===== src/rtl/fbi_pkg.sv =====
package fbi_pkg;

  typedef enum logic {
    FMODE_D4  = 1'b0,
    FMODE_ESF = 1'b1
  } fmode_e;

  localparam int unsigned PHASE_W = 2;

  // A framing bit position qualifies for corruption in the given mode
  function automatic logic pos_qualifies(fmode_e mode, logic [PHASE_W-1:0] pos);
    logic q;
    if (mode == FMODE_ESF) q = (pos == 2'd3);
    else                   q = (pos[0] == 1'b0);
    return q;
  endfunction

endpackage


===== src/rtl/fbi_fbit_phase.sv =====
module fbi_fbit_phase
  import fbi_pkg::*;
(
  input  logic   clk,
  input  logic   rst_n,
  input  logic   fbit_stb,
  input  logic   mf_sync,
  input  fmode_e mode,
  output logic   qual
);

  logic [PHASE_W-1:0] phase_q;
  logic [PHASE_W-1:0] phase_d;
  logic [PHASE_W-1:0] cur_pos;
  logic               phase_en;

  always_comb begin
    cur_pos  = mf_sync ? '0 : phase_q;
    phase_en = fbit_stb;
    phase_d  = cur_pos + 1'b1;
    qual     = fbit_stb && pos_qualifies(mode, cur_pos);
  end

  always_ff @(posedge clk or negedge rst_n) begin
    if (!rst_n)        phase_q <= '0;
    else if (phase_en) phase_q <= phase_d;
  end

  p_sync_pos_r3: assert property (@(posedge clk) disable iff (!rst_n)
    (fbit_stb && mf_sync) |=> (phase_q == PHASE_W'(1)));

  p_phase_hold_r3: assert property (@(posedge clk) disable iff (!rst_n)
    !fbit_stb |=> $stable(phase_q));

endmodule


===== src/rtl/fbi_periodic.sv =====
module fbi_periodic #(
  parameter int unsigned PERIOD = 128
) (
  input  logic clk,
  input  logic rst_n,
  input  logic en,
  input  logic qual,
  output logic hit
);

  localparam int unsigned CNT_W = (PERIOD > 2) ? $clog2(PERIOD) : 1;
  localparam logic [CNT_W-1:0] LAST = CNT_W'(PERIOD - 1);

  logic [CNT_W-1:0] cnt_q;
  logic [CNT_W-1:0] cnt_d;
  logic             cnt_en;

  always_comb begin
    hit    = en && qual && (cnt_q == LAST);
    cnt_en = !en || qual;
    if (!en)      cnt_d = '0;
    else if (hit) cnt_d = '0;
    else          cnt_d = cnt_q + 1'b1;
  end

  always_ff @(posedge clk or negedge rst_n) begin
    if (!rst_n)      cnt_q <= '0;
    else if (cnt_en) cnt_q <= cnt_d;
  end

  p_clear_when_off_r6: assert property (@(posedge clk) disable iff (!rst_n)
    !en |=> (cnt_q == '0));

  p_hit_needs_en_r5: assert property (@(posedge clk) disable iff (!rst_n)
    hit |-> (en && qual));

  p_wrap_after_hit_r5: assert property (@(posedge clk) disable iff (!rst_n)
    hit |=> (cnt_q == '0));

endmodule


===== src/rtl/fbi_burst.sv =====
module fbi_burst #(
  parameter int unsigned BURST_LEN = 3
) (
  input  logic clk,
  input  logic rst_n,
  input  logic req,
  input  logic qual,
  output logic hit
);

  localparam int unsigned REM_W = $clog2(BURST_LEN + 1);
  localparam logic [REM_W-1:0] FULL = REM_W'(BURST_LEN);

  logic             req_q;
  logic [REM_W-1:0] rem_q;
  logic [REM_W-1:0] rem_d;
  logic             rise;
  logic             rem_en;

  always_comb begin
    rise   = req && !req_q;
    hit    = qual && !rise && (rem_q != '0);
    rem_en = rise || hit;
    rem_d  = rise ? FULL : (rem_q - 1'b1);
  end

  always_ff @(posedge clk or negedge rst_n) begin
    if (!rst_n) req_q <= 1'b0;
    else        req_q <= req;
  end

  always_ff @(posedge clk or negedge rst_n) begin
    if (!rst_n)      rem_q <= '0;
    else if (rem_en) rem_q <= rem_d;
  end

  p_load_on_rise_r7: assert property (@(posedge clk) disable iff (!rst_n)
    (req && !req_q) |=> (rem_q == FULL));

  p_idle_no_hit_r8: assert property (@(posedge clk) disable iff (!rst_n)
    (rem_q == '0) |-> !hit);

  p_rem_bounded_r9: assert property (@(posedge clk) disable iff (!rst_n)
    rem_q <= FULL);

endmodule


===== src/rtl/fbi_injector.sv =====
module fbi_injector
  import fbi_pkg::*;
#(
  parameter int unsigned PERIOD    = 128,
  parameter int unsigned BURST_LEN = 3
) (
  input  logic clk,
  input  logic rst_n,
  input  logic tx_in,
  input  logic fbit_stb,
  input  logic mf_sync,
  input  logic esf_sel,
  input  logic per_en,
  input  logic burst_req,
  output logic tx_out
);

  logic   qual;
  logic   hit_per;
  logic   hit_bst;
  logic   flip;
  logic   out_d;
  logic   out_q;
  fmode_e mode;

  assign mode = fmode_e'(esf_sel);

  fbi_fbit_phase u_phase (
    .clk      (clk),
    .rst_n    (rst_n),
    .fbit_stb (fbit_stb),
    .mf_sync  (mf_sync),
    .mode     (mode),
    .qual     (qual)
  );

  fbi_periodic #(.PERIOD(PERIOD)) u_periodic (
    .clk   (clk),
    .rst_n (rst_n),
    .en    (per_en),
    .qual  (qual),
    .hit   (hit_per)
  );

  fbi_burst #(.BURST_LEN(BURST_LEN)) u_burst (
    .clk   (clk),
    .rst_n (rst_n),
    .req   (burst_req),
    .qual  (qual),
    .hit   (hit_bst)
  );

  always_comb begin
    flip  = hit_per || hit_bst;
    out_d = tx_in ^ flip;
  end

  always_ff @(posedge clk or negedge rst_n) begin
    if (!rst_n) out_q <= 1'b0;
    else        out_q <= out_d;
  end

  assign tx_out = out_q;

  p_reset_low_r1: assert property (@(posedge clk) !rst_n |-> !tx_out);

  p_pass_data_r2: assert property (@(posedge clk) disable iff (!rst_n)
    !fbit_stb |=> (tx_out == $past(tx_in)));

  p_unqualified_clean_r4: assert property (@(posedge clk) disable iff (!rst_n)
    !qual |=> (tx_out == $past(tx_in)));

  p_single_flip_r10: assert property (@(posedge clk) disable iff (!rst_n)
    (hit_per && hit_bst) |=> (tx_out == !$past(tx_in)));

endmodule


===== config.mk =====
export PLATFORM = sky130hd
export DESIGN_NAME = fbi_injector
export DESIGN_NICKNAME = d
export VERILOG_FILES = /design/src/rtl/fbi_pkg.sv /design/src/rtl/fbi_fbit_phase.sv /design/src/rtl/fbi_periodic.sv /design/src/rtl/fbi_burst.sv /design/src/rtl/fbi_injector.sv
export SDC_FILE = /design/constraint.sdc
export NUM_CORES = 1
export LEC_CHECK = 0
export ABC_CLOCK_PERIOD_IN_PS = 2400
export BUFFER_PORTS_ARGS = -buffer_cell sky130_fd_sc_hd__buf_4
export CORE_UTILIZATION = 36
export DETAILED_ROUTE_END_ITERATION = 8
export HOLD_SLACK_MARGIN = 0.03
export SLEW_MARGIN = 20
export SYNTH_ARGS = -nofsm -noshare
export SYNTH_HDL_FRONTEND = slang
export SYNTH_SLANG_ARGS = --single-unit

===== constraint.sdc =====
create_clock -name clk -period 2.4 [get_ports clk]
set_input_delay 0.12 -clock clk [delete_from_list [all_inputs] [get_ports clk]]
set_output_delay 0.12 -clock clk [all_outputs]
set_load 0.03 [all_outputs]

### Word-level counts from Yosys, hierarchy flattened

Cells that the tools add are included.

* add/sub/neg operators: 3
* eq/ne operators: 2
* multiplexer cells: 5
* bitwise operators: 2
* reduce and logical (&&, ||, !) cells: 13

Operators with widths (count)
* 7-bit two-way mux: 2
* 7-bit by 1-bit adder with 7-bit output (second input constant): 1
* 7-bit == test (second input constant): 1
* 1-bit logical AND: 6
* 2-bit two-way mux: 2
* 1-bit logical NOT: 3
* 1-bit logical OR: 3
* 2-bit by 1-bit adder with 2-bit output (second input constant): 1
* 2-bit == test (second input constant): 1
* 2-bit nonzero test: 1
* 2-bit by 1-bit subtractor with 2-bit output (second input constant): 1
* 1-bit two-way mux: 1
* 1-bit inverter: 1
* 1-bit bitwise XOR: 1

* register bits: 13
* input port bits: 8
* output and inout port bits: 1

### Logic depth before layout (Yosys ltp)

* depth after elaboration: 8
* depth in mapped cells: 6

### Cells and area by module

A second synthesis with hierarchy kept.

* cell total of the unflattened synthesis: 65
* area, all modules: 668.1 um^2

By module, submodules not included
* fbi_periodic: instances 1, cells each 38, area each 365.4 um^2, seq. area each 175.2 um^2
* fbi_burst: instances 1, cells each 13, area each 147.6 um^2, seq. area each 75.1 um^2
* fbi_fbit_phase: instances 1, cells each 11, area each 115.1 um^2, seq. area each 50.0 um^2
* fbi_injector: instances 1, cells each 3, area each 40.0 um^2, seq. area each 25.0 um^2

### Worst setup path before layout

OpenSTA, ideal clock, no wires.

* path kind: register to register
* start point: reg u_phase.phase_q[0]
* end point: reg u_periodic.cnt_q[3]
* arrival: 1.484 ns
* slack: 0.826 ns
* cell stages (with the launch flop): 7
* buffers on the path: 0
* cells stage by stage: dfrtp_1 > nor2b_1 > ha_1 > nand2b_1 > nand3_4 > or4b_1 > o221ai_1

* cells in the longest elaborated chain, start to end: 8
* elaborated cells on any way between the ends: 10
* classes of those cells: eq/ne: 1; mux: 4; bitwise: 1; reduce/logical: 4

Ends and longest elaborated chain
* from (decl): RTL line fbi_fbit_phase.sv:12 `logic [PHASE_W-1:0] phase_q;`
* from (signal assigned): RTL line fbi_fbit_phase.sv:26 `else if (phase_en) phase_q <= phase_d;`
* 2-bit two-way mux (*): RTL line fbi_fbit_phase.sv:18 `cur_pos = mf_sync ? '0 : phase_q;`
* 2-bit == test / 1-bit inverter (equally long branches): RTL line fbi_pkg.sv:13, fbi_pkg.sv:14
* 1-bit two-way mux (*): RTL line fbi_pkg.sv:13 `if (mode == FMODE_ESF) q = (pos == 2'd3);`
* 1-bit logical AND (*): RTL line fbi_fbit_phase.sv:21 `qual = fbit_stb && pos_qualifies(mode, cur_pos);`
* 1-bit logical AND (2 in series): RTL line fbi_periodic.sv:19 `hit = en && qual && (cnt_q == LAST);`
* 7-bit two-way mux: RTL line fbi_periodic.sv:22 `else if (hit) cnt_d = '0;`
* 7-bit two-way mux: RTL line fbi_periodic.sv:21 `if (!en) cnt_d = '0;`
* to (signal assigned): RTL line fbi_periodic.sv:28 `else if (cnt_en) cnt_q <= cnt_d;`
* to (decl): RTL line fbi_periodic.sv:14 `logic [CNT_W-1:0] cnt_q;`

Mark *: on every way between the ends. The rest lies on a longest branch, timed or not.
A chain may end at the register's enable or synchronous reset.

### Final worst setup path

Ends and elaborated chain as after synthesis.

==> qor.csv <==
stage,metric,value,unit
detailed_routing,aggregate routed wire length,1160,um
pwr,leakage power,0.000363,uW
pwr,register share of total power,0.514,
detailed_routing,antenna-violating nets left,0,
clock_tree,CTS tree,yes,
sta,Worst Skew,4.52,ps
clock_tree,H-tree Lvls,1,
floorplan,Die X,46.1,um
logic_synthesis,Synth Warn #,0,
worst_setup_path,Setup crit start kind,flop,
logic_synthesis,Post-Synth XOR/XNOR Area,0.0376,
worst_setup_path,WP buf/inv,0,
logic_synthesis,largest family of logic cells by synthesized area,simple AND/OR/NAND/NOR gates,
global_route,grt ovf,0,
clock_tree,root buf cell,clkbuf_4,
worst_setup_path,"Data arrival, critical path",1920,ps
finish,utilization after layout,0.479,
finish,FILL cells,188,
finish,design area,845,um2
pwr,P per Cell Area,584,nW/um2
detailed_routing,Via-to-Cell Ratio,4.88,
floorplan,total core area,1760,um2
worst_setup_path,Critical Path Source,u_phase.phase_q[0],
logic_synthesis,ys async rst share,1.00,
floorplan,Top-Level Pins,9,
pwr,switch share,0.277,
floorplan,DIE AREA,2120,um2
worst_setup_path,CP max FO,7,
sta,# setup viols final,0,
placement,post-placement setup slack,690,ps
logic_synthesis,Unique masters post-synth,29,
sta,worst rel slew slack,0.797,
worst_setup_path,Critical Path RT,2590,ps
detailed_routing,Initial DRC Count,24,
logic_synthesis,Post-Synth Adder-Cell Area,0.0537,
floorplan,Die H,46.1,um
pwr,cell internal pwr,357,uW
clock_tree,postcts setup bufs,0,
global_route,vias in the first global route,469,
clock_tree,clock insertion delay at the later pin of the skew report,280,ps
logic_synthesis,Gate Count Post-Synth,69,
global_route,number of antenna violations at the first check in global routing,0,
clock_tree,CTS Buf Count,3,
worst_setup_path,Worst path top cell family by delay,simple AND/OR/NAND/NOR gates,
clock_tree,clock sinks,13,
run_status,outcome,completed,
sta,Final Hold Fails,0,
sta,fin crit period,1730,ps
detailed_routing,First-pass DRT Iterations,4,
finish,share of cells above drive strength 1,0.181,
logic_synthesis,Syn Nets,80,
global_route,largest net degree at the start of global routing,14,
clock_tree,cts repair resizes,0,
worst_setup_path,RR Endpoint,u_periodic.cnt_q[3],
finish,Layout Nets,95,
clock_tree,deepest clock path buffer count,2,
detailed_routing,drt drc,0,
hold_path,HP Class,in2reg,
hold_path,Hold Path Sink,u_phase.phase_q[0],
finish,P&R area growth vs syn,20.8,%
floorplan,Initial Util,0.396,
placement,Placed Instances,101,
logic_synthesis,proportion of synthesized area in mux cells,0.0304,
logic_synthesis,main flop type after synthesis,dfrtp_1,
sta,Setup TNS,0,ps
floorplan,Rows,15,
placement,Post-DP HPWL,882,um
placement,Placed Area,787,um2
worst_setup_path,CP max stage delay,520,ps
detailed_routing,via count,527,
finish,ANT cells,0,
logic_synthesis,"Avg Cell Area, Syn",10.1,um2
sta,highest clock rate,578,MHz
placement,placer congestion estimate,0.817,
worst_setup_path,Crit Path Class,reg2reg,
global_route,GRT Total Usage,0.137,
clock_tree,Worst-path clk slew,90,ps
detailed_routing,Routed WL per cell,10.8,um
logic_synthesis,Synth Register Bits,13,
global_route,first-pass GRT wire length,2020,um
sta,period utilisation layout,0.721,
worst_setup_path,FF-to-FF setup slack,670,ps
finish,"Cell Count, Final, Fillers Out",108,
sta,post-route setup slack,670,ps
logic_synthesis,"EDFF count, synth",0,
logic_synthesis,Synth Area in Compound Gates,0.114,
logic_synthesis,post-synthesis simple-gate area fraction,0.277,
worst_setup_path,FF-to-FF Start,u_phase.phase_q[0],
logic_synthesis,Post-Syn Area,699,um2
pwr,VDD IR max,0.270,mV
pwr,clock share of power,0.276,
worst_setup_path,"Cell Chain, Critical Path",nor2b_1 -> ha_1 -> nand2b_1 -> nand3_4 -> or4b_1 -> o221ai_1,
sta,Max Transition Viols Final,0,
hold_path,hold depth,2,
worst_setup_path,CP endpoint kind,flop,
worst_setup_path,Worst path slowest cell,or4b_1,
logic_synthesis,sequential share of the synthesized area,0.465,
flow_run,maxcap violations,0,
hold_path,hold_sp,fbit_stb,
placement,# port buffers,8,
pwr,Comb power frac,0.209,
worst_setup_path,FF-to-FF path depth,6,
sta,worst slew pin tran,301,ps
pwr,NetSw,137,uW
sta,RSZ-0062 raised after global routing,false,
==> metrics by stage <==
| stage | hold WS (ps) | power (uW) |
|---|---|---|
| finish | 77.0 | 494 |
| global route | 75.9 | 529 |
| CTS | 74.0 | 499 |
| detailed placement | -25.1 | 358 |
| global placement | -24.1 | 358 |
| floorplan | -176 | 327 |
==> synthesized netlist by cell type (all sizes together) (2+ instances only) <==
| cell type | number | share of area |
|---|---|---|
| nand2 | 8 | 0.043 |
| a21oi | 2 | 0.014 |
| nor2b | 3 | 0.027 |
| a21boi | 2 | 0.021 |
| ha | 3 | 0.054 |
| inv | 3 | 0.016 |
| dfrtp | 13 | 0.47 |
| nor2 | 4 | 0.021 |
| xnor2 | 3 | 0.038 |
| nand3 | 5 | 0.054 |
| nand4 | 2 | 0.018 |
| nand2b | 4 | 0.036 |
| o22ai | 2 | 0.018 |
==> area by class of cell <==
cell class                      instances  area (um2)  share of cell area
Multi-Input combinational cell         52         359               0.425
Sequential cell                        13         325               0.385
Timing Repair Buffer                   11        90.1               0.107
Tap cell                               25        31.3              0.0370
Clock buffer                            3        22.5              0.0267
Inverter                                3        11.3              0.0133
Clock inverter                          1        5.00             0.00593
==> registers in the layout, indices dropped and copies added, names as in the netlist <==
register	count
u_periodic.cnt_q	7
u_burst.rem_q	2
u_phase.phase_q	2
tx_out	1
u_burst.req_q	1
==> worst max-delay path by stage <==
stage | end | slack, ps | depth (start not counted)
5_1_grt | u_periodic.cnt_q[3] | 560 | 6
3_5_place_dp | u_periodic.cnt_q[3] | 690 | 6
3_3_place_gp | u_periodic.cnt_q[3] | 770 | 6
2_1_floorplan | u_periodic.cnt_q[3] | 830 | 6
6_report | u_periodic.cnt_q[3] | 670 | 6
4_1_cts | u_periodic.cnt_q[3] | 670 | 6
==> power by group through the flow <==
| stage | sequential [uW] | combinational [uW] | clock (uW) |
|---|---|---|---|
| after detailed placement | 258 | 99.8 | 0 |
| after global placement | 258 | 100 | 0 |
| after global routing | 259 | 119 | 151 |
| after CTS | 254 | 105 | 140 |
| after floorplan | 261 | 66.1 | 0 |
| final | 254 | 103 | 136 |
==> worst register-to-register path, cell delays in order, from the launching register on <==
cell and delay [ps]:
dfrtp_1 350, nor2b_1 190, ha_1 160, nand2b_1 210, nand3_4 130, or4b_1 520, o221ai_1 80
==> cells in the final DEF (no fill, tap or decap) <==
cell type,count
a21oi_1,2
mux2i_1,1
or3_1,1
nand4_1,2
and3_1,1
ha_1,3
nand2b_1,4
o311ai_0,1
clkinv_2,1
nor2_1,4
or4b_1,1
and2_1,1
o22ai_1,2
buf_4,8
o21a_1,1
inv_1,3
nor2b_1,3
mux2_2,1
nand4b_1,1
xnor2_1,3
a21boi_0,2
dfrtp_1,13
o221ai_1,1
nand2_1,8
nor4_1,1
dlygate4sd3_1,3
a211o_1,1
or3b_4,1
o41ai_1,1
nand3_4,1
clkbuf_4,3
nand3_1,4
==> kinds of logic (layout without fill, tap and decap cells) <==
| logic type | Yosys count | in the layout |
|---|---|---|
| AND/OR/NAND/NOR | 33 | 33 |
| buffers and inverters | 4 | 18 |
| AO/OA/AOI/OAI | 11 | 11 |
| flip-flops | 13 | 13 |
| multiplexers | 2 | 2 |
| XOR/XNOR | 3 | 3 |
| adder cells (fa/ha/maj) | 3 | 3 |
==> timing repair <==
item / CTS / global route
setup endpoints to repair: 0 / 0
endpoints found under the hold margin: 15 / 0
hold buffers: 3 / 0
==> per-layer routing <==
metal  wire length [um]  GRT usage  share of wire
met3                 56     0.0471          0.048
met5                  0          0              0
met1                611      0.197           0.53
met4                 10     0.0647         0.0086
met2                485      0.180           0.42
No activity file was read; power rests on OpenSTA's default activity.
